File: src/rtl/chg_mac_seq.sv
module chg_mac_seq #(
  parameter int NCOL = 8,
  parameter int LW   = 4
) (
  input  logic            clk,
  input  logic            rst_n,
  input  logic            start,
  input  logic [NCOL-1:0] in_vec,
  input  logic [LW-1:0]   len_precharge,
  input  logic [LW-1:0]   len_reset,
  input  logic [LW-1:0]   len_float,
  input  logic [LW-1:0]   len_pulse,
  input  logic [LW-1:0]   len_restore,
  input  logic [LW-1:0]   len_sample,
  input  logic [LW-1:0]   len_return,
  output logic [NCOL-1:0] col_hi,
  output logic [NCOL-1:0] col_lo,
  output logic [NCOL-1:0] col_hold,
  output logic            row_rst,
  output logic            row_float,
  output logic            row_sample,
  output logic            row_return,
  output logic            done
);

  typedef enum logic [3:0] {
    S_IDLE, S_PRE, S_RRST, S_FLT, S_PULSE, S_RESTORE, S_SAMPLE, S_RET, S_DONE
  } phase_t;

  phase_t          st, nxt;
  logic [LW-1:0]   cnt, nxt_len;
  logic [NCOL-1:0] vec_q;

  function automatic logic [LW-1:0] m1(input logic [LW-1:0] l);
    return (l == '0) ? '0 : l - 1'b1;
  endfunction

  always_comb begin
    nxt     = S_IDLE;
    nxt_len = '0;
    case (st)
      S_PRE:     begin nxt = S_RRST;    nxt_len = len_reset;   end
      S_RRST:    begin nxt = S_FLT;     nxt_len = len_float;   end
      S_FLT:     begin nxt = S_PULSE;   nxt_len = len_pulse;   end
      S_PULSE:   begin nxt = S_RESTORE; nxt_len = len_restore; end
      S_RESTORE: begin nxt = S_SAMPLE;  nxt_len = len_sample;  end
      S_SAMPLE:  begin nxt = S_RET;     nxt_len = len_return;  end
      S_RET:     begin nxt = S_DONE;    nxt_len = '0;          end
      default:   begin nxt = S_IDLE;    nxt_len = '0;          end
    endcase
  end

  always_ff @(posedge clk) begin
    if (!rst_n) begin
      st    <= S_IDLE;
      cnt   <= '0;
      vec_q <= '0;
    end else begin
      case (st)
        S_IDLE: if (start) begin
          st    <= S_PRE;
          cnt   <= m1(len_precharge);
          vec_q <= in_vec;
        end
        S_DONE: st <= S_IDLE;
        default: if (cnt == '0) begin
          st  <= nxt;
          cnt <= m1(nxt_len);
        end else begin
          cnt <= cnt - 1'b1;
        end
      endcase
    end
  end

  assign col_hold   = {NCOL{st == S_IDLE}};
  assign col_lo     = (st == S_PULSE) ? vec_q : '0;
  assign col_hi     = ~(col_hold | col_lo);
  assign row_rst    = (st == S_RRST);
  assign row_float  = (st == S_FLT) || (st == S_PULSE) || (st == S_RESTORE) || (st == S_SAMPLE);
  assign row_sample = (st == S_SAMPLE);
  assign row_return = (st == S_RET);
  assign done       = (st == S_DONE);

endmodule

File: config.mk
export PLATFORM = sky130hd
export DESIGN_NAME = chg_mac_seq
export DESIGN_NICKNAME = d
export VERILOG_FILES = /design/src/rtl/chg_mac_seq.sv
export SDC_FILE = /design/constraint.sdc
export NUM_CORES = 1
export LEC_CHECK = 0
export BUFFER_PORTS_ARGS = -buffer_cell sky130_fd_sc_hd__clkbuf_2
export CAP_MARGIN = 40
export CORE_UTILIZATION = 41
export CTS_BUF_LIST = sky130_fd_sc_hd__clkbuf_16
export DETAILED_ROUTE_END_ITERATION = 8
export PLACE_DENSITY = 0.79
export SLEW_MARGIN = 20
export SYNTH_ARGS = -nofsm -noshare
export SYNTH_HDL_FRONTEND = slang
export SYNTH_SLANG_ARGS = --single-unit
File: constraint.sdc
create_clock -name clk -period 1.8 [get_ports clk]
set_input_delay 0.36 -clock clk [delete_from_list [all_inputs] [get_ports clk]]
set_output_delay 0.36 -clock clk [all_outputs]
set_load 0.05 [all_outputs]
==> results.ini, run 1 <==
[worst_setup_path]
crit_path_top_delay_cell = dfxtp_4
crit_chain = nor3b_4, nor2b_4, and2_4, nor2_2, buf_8
cp-end-kind = output port
max_stage_delay_ns = 0.36
reg2reg_slack_ns = -0.07
worstPathRequired_ns = 1.44
startpoint_type = flop
worst-path-max-fanout = 8
critPathKind = reg2out
cp.arrival_ns = 1.55

[timing]
clock_skew_ns = 0.000973
hold_viol_final = 0
holdWs_ns = 0.382
max-slew-margin-rel_pct = 77.6
final-setup-viol-count = 27
max_freq_mhz = 524
worst_pin_slew_ns = 0.334
layout_setup_ws_ns = -0.108
drv_slew = 0
rsz0062_at_grt = true
fin_crit_ns = 1.91
finalCritPeriodShare_pct = 106

[global_route]
grt_overflow = 0
first_global_vias = 1515
track_usage_pct = 27.5
antenna_found_initial = 0
grt_max_degree = 17
grt_first_pass_wirelength_mm = 7.10

[drt]
viasPerCell = 5.46
wire_per_inst_um = 16.0
ant_nets = 0
drtIter0Drc = 73
num_vias = 1654
drcViolationCount = 0
drt_first_pass_iters = 4
wirelength_mm = 4.86

[die]
die_y_um = 59.4
io_pins = 68
rows = 20
coreArea_um2 = 3080
design.die.area_um2 = 3520
fp.dieW_um = 59.4
start_util_pct = 43.8

[yosys]
synth_cells = 174
synth-edff-count = 0
synth_top_area_share_pct = 23.7
ys_seq_area_share_pct = 23.7
synth_most_common_cell = nand2_1
synth_area_leader_cell = dfxtp_1
syn_nets = 214
avgSynthCellArea_um2 = 7.75
synth-seq-cells = 16
netlist_top_cells_count = nand2_1, dfxtp_1, nor2_1
synthFlopType = dfxtp_1
synth_cell_type_count = 44
ys_async_sr_fraction_pct = 0
synth_area_leaders = dfxtp_1, and2_1, nand2_1
synth_area_um2 = 1350
yosysWarnings = 0

[clocking]
cts_tree = yes
clock_path_buffers = 2
clk_pin_slew_ns = 0.05
clock-sinks = 16
cts-htree-levels = 1
cts_buffers = 3
hold_buffers = 0
clk_latency_ns = 0.25
cts_root_buf = clkbuf_16

[outcome]
violations = setup timing
outcome = finished with violations

[placed_design]
io_buffer_count = 67
dp_hpwl_mm = 2.70
gp_congestion = 0.868

[finish]
diodes = 0
drive_above_1_share_pct = 56.4
ff_latch_area_um2 = 330
fin_nets = 300
multi_input_area_um2 = 1050
area.growth.synth_to_final_pct = 90.2
nFillCells = 164

[hold_path]
hold_class = in2reg

[run]
cap_violations = 0

-- placed cells by master (no fill, tap or decap), types with 6 or more instances in the layout --
cell       instances
nor2_1             7
a21boi_0           9
mux2_2             6
nand2_1           18
buf_6              6
clkbuf_2          38
inv_1              6
clkbuf_16         10
dfxtp_1           12
and2_4            10
o21ai_0            8
buf_8             16
buf_4             22
nand3_1            9
-- area by class of cell --
class	instances	share of cell area [%]
well taps	44	2.15
clock buffers	3	2.93
clock inverters	1	0.146
inverters	6	0.878
flip-flops and latches	16	12.9
multi-input cells	134	40.8
repair buffers	99	40.2
-- worst paths after layout --
check | startpoint | end | cells after the start
min | in_vec[4] | vec_q[4] | 3
max | st[2] | col_hi[2] | 5
min reg2reg | vec_q[1] | vec_q[1] | 2
max reg2reg | st[2] | cnt[0] | 7
-- layer usage --
| layer | global-route usage, % | up-vias | part of all wire (%) |
|---|---|---|---|
| met5 | 0 | - | 0 |
| met4 | 9.86 | 0 | 1.3 |
| met3 | 5.24 | 8 | 9.1 |
| met2 | 49.4 | 105 | 51 |
| met1 | 32.1 | 749 | 38 |
| li1 | - | 792 | - |
-- sequential cells by signal, summed over array words and instances (netlist names) --
signal  count
cnt         4
st          4
vec_q       8
-- worst max-delay path, delay by kind of cell (launching register included) --
kind | cells | cell delay, ns
flops | 1 | 0.36
simple gates | 4 | 0.78
buf+inv | 1 | 0.14
-- logic make-up after synthesis --
kind of cell	after synthesis	share of synthesized area [%]
buf+inv	24	10.2
simple gates	82	32.4
compound gates	38	20.8
xor+xnor	1	0.649
mux	12	11.3
flops	16	23.7
fa+ha+maj	1	0.927
-- through the flow --
| stage | area [µm²] | utilization, % | cells | worst slack, ns | TNS (ns) |
|---|---|---|---|---|---|
| finish | 2560 | 83.3 | 303 | -0.108 | -1.86 |
| global route | 2560 | 83.3 | 303 | -0.183 | -3.62 |
| CTS | 2470 | 80.3 | 301 | -0.0544 | -0.773 |
| detailed placement | 1910 | 62.2 | 288 | -0.0374 | -0.351 |
| global placement | 1910 | 62.2 | 288 | -0.0288 | -0.183 |
| floorplan | 1440 | - | 174 | -0.174 | -1.01 |
-- repair_timing --
item,CTS,global route
pin swaps,9,14
cloned,2,0
setup buffers,7,2
setup endpoints to repair,29,34
resized for setup,77,34
Power of run 1 is not shown: default switching activity piles up to over one toggle a cycle in this logic, so the estimate is an artifact.
==> inputs of run 2 (changes only) <==
--- a/config.mk
+++ b/config.mk
@@ -10,7 +10,7 @@
 export CORE_UTILIZATION = 41
 export CTS_BUF_LIST = sky130_fd_sc_hd__clkbuf_16
 export DETAILED_ROUTE_END_ITERATION = 8
-export PLACE_DENSITY = 0.79
+export PLACE_DENSITY = 0.76
 export SLEW_MARGIN = 20
 export SYNTH_ARGS = -nofsm -noshare
 export SYNTH_HDL_FRONTEND = slang
==> results.ini, run 2 (synthesis results as in run 1) <==
[hold_path]
holdPathEnd = vec_q[7]
hold_class = in2reg
min_from = in_vec[7]
holdPathStages = 3  ; unchanged

[finish]
nFillCells = 180  ; +9.8%
reg_top3 = vec_q: 8 flops, cnt: 4 flops, st: 4 flops
layout_commonest_cell = clkbuf_2
layout_common_cells = clkbuf_2, buf_4, nand2_1
multi_input_area_um2 = 1050  ; unchanged
drive_above_1_share_pct = 57.3  ; +0.94 points
fin_nets = 295  ; -1.7%
finalInstanceArea_um2 = 2490  ; -2.8%
area.growth.synth_to_final_pct = 84.9
regMostFlops = vec_q
largest_reg_flops = 8  ; unchanged
diodes = 0  ; unchanged
ff_latch_area_um2 = 333  ; +0.76%

[clocking]
cts-htree-levels = 1  ; unchanged
clk_latency_ns = 0.24  ; about the same
clock-sinks = 16  ; unchanged
clk_pin_slew_ns = 0.05  ; about the same
cts_tree = yes
cts_root_buf = clkbuf_16
cts_buffers = 3  ; unchanged
clock_path_buffers = 2  ; unchanged

[outcome]
violations = setup timing
outcome = finished with violations

[timing]
holdWs_ns = 0.371  ; -0.0108 ns
rsz0062_at_grt = true
worst_pin_slew_ns = 0.353  ; +0.0195 ns
final-setup-viol-count = 21  ; -22%
max_freq_mhz = 523  ; -0.16%
hold_viol_final = 0  ; unchanged
clock_skew_ns = 0.00145  ; +0.000474 ns
drv_slew = 0  ; unchanged
layout_setup_ws_ns = -0.111  ; -0.00311 ns
max-slew-margin-rel_pct = 76.3  ; -1.3 points
finalCritPeriodShare_pct = 106  ; +0.17 points
fin_crit_ns = 1.91  ; +0.00311 ns

[global_route]
track_usage_pct = 28.3  ; +0.79 points
grt_max_degree = 17  ; unchanged
grt_overflow = 0  ; unchanged
first_global_vias = 1611  ; +6.3%
grt_first_pass_wirelength_mm = 7.49  ; +5.5%
antenna_found_initial = 0  ; unchanged

[die]
rows = 20  ; unchanged
die_y_um = 59.4  ; unchanged
design.die.area_um2 = 3520  ; unchanged
io_pins = 68  ; unchanged
coreArea_um2 = 3080  ; unchanged
fp.dieW_um = 59.4  ; unchanged
start_util_pct = 43.8  ; unchanged

[drt]
ant_nets = 0  ; unchanged
wirelength_mm = 4.92  ; +1.3%
viasPerCell = 5.53  ; +1.3%
wire_per_inst_um = 16.6  ; +3.4%
drcViolationCount = 0  ; unchanged
num_vias = 1643  ; -0.67%
drtIter0Drc = 54  ; -26%
drt_first_pass_iters = 4  ; unchanged

[worst_setup_path]
cp.arrival_ns = 1.55  ; about the same
r2r-start = st[2]
worstPathRequired_ns = 1.44  ; about the same
crit_path_top_delay_cell = dfxtp_4
cp-end-kind = output port
critPathKind = reg2out
r2r-end = cnt[0]
max_stage_delay_ns = 0.35  ; about the same
startpoint_type = flop
reg2regPathDepth = 7  ; unchanged
crit_chain = buf_6, nor4_4, buf_4, buf_12, nor2_2, buf_8
worst-path-max-fanout = 8  ; unchanged
reg2reg_slack_ns = -0.07  ; about the same

[placed_design]
io_buffer_count = 67  ; unchanged
postPlaceCellArea_um2 = 1900  ; -0.92%
gp_congestion = 0.849  ; -2.1%
dp_hpwl_mm = 2.68  ; -0.65%

[run]
cap_violations = 0  ; unchanged

==> run 2: worst max-delay path by stage <==
stage / startpoint / endpoint / cells past startpoint
finish: st[1] / col_hi[5] / 6
global placement: st[0] / cnt[3] / 4
detailed placement: st[2] / col_lo[4] / 4
global route: st[1] / col_hi[7] / 6
floorplan: st[0] / col_hi[4] / 5
CTS: st[2] / col_hi[3] / 6
==> run 2: per-layer routing <==
metal / GRT usage (%) / part of all wire, % / vias up
li1: - / - / 778
met1: 29.9 / 37 / 767
met2: 53.9 / 54 / 84
met3: 5.24 / 7.2 / 14
met4: 11.6 / 2.1 / 0
met5: 0 / 0 / -
==> run 2: what timing repair did <==
action,4_1_cts,5_1_grt
endpoints found under the setup margin,31,35
resized for setup,74,38
hold buffers,0,0
gates cloned,2,0
pin swaps,4,13
buffers inserted,6,1
==> run 2: stage by stage <==
step | utilization [%] | setup TNS [ns] | std cells | worst slack (ns)
finish | 81.0 | -1.69 | 297 | -0.111
global route | 81.0 | -3.03 | 297 | -0.137
CTS | 78.9 | -0.872 | 297 | -0.0685
detailed placement | 61.6 | -2.42 | 286 | -0.166
global placement | 61.6 | -0.00209 | 286 | -0.00209
floorplan | - | -1.01 | 174 | -0.174
==> run 2: worst max-delay path, delay by kind of cell (launching register included) <==
kind          cells  cell delay, ns
flops             1            0.35
buf+inv           4            0.60
simple gates      2            0.35
==> run 2: final cells by class <==
type | instances | share of cell area (%)
Clock buffer | 3 | 3.01
Inverter | 6 | 0.903
Multi-Input combinational cell | 134 | 42.0
Sequential cell | 16 | 13.3
Tap cell | 44 | 2.21
Timing Repair Buffer | 94 | 38.5
Power of run 2 is left out for the same reason.
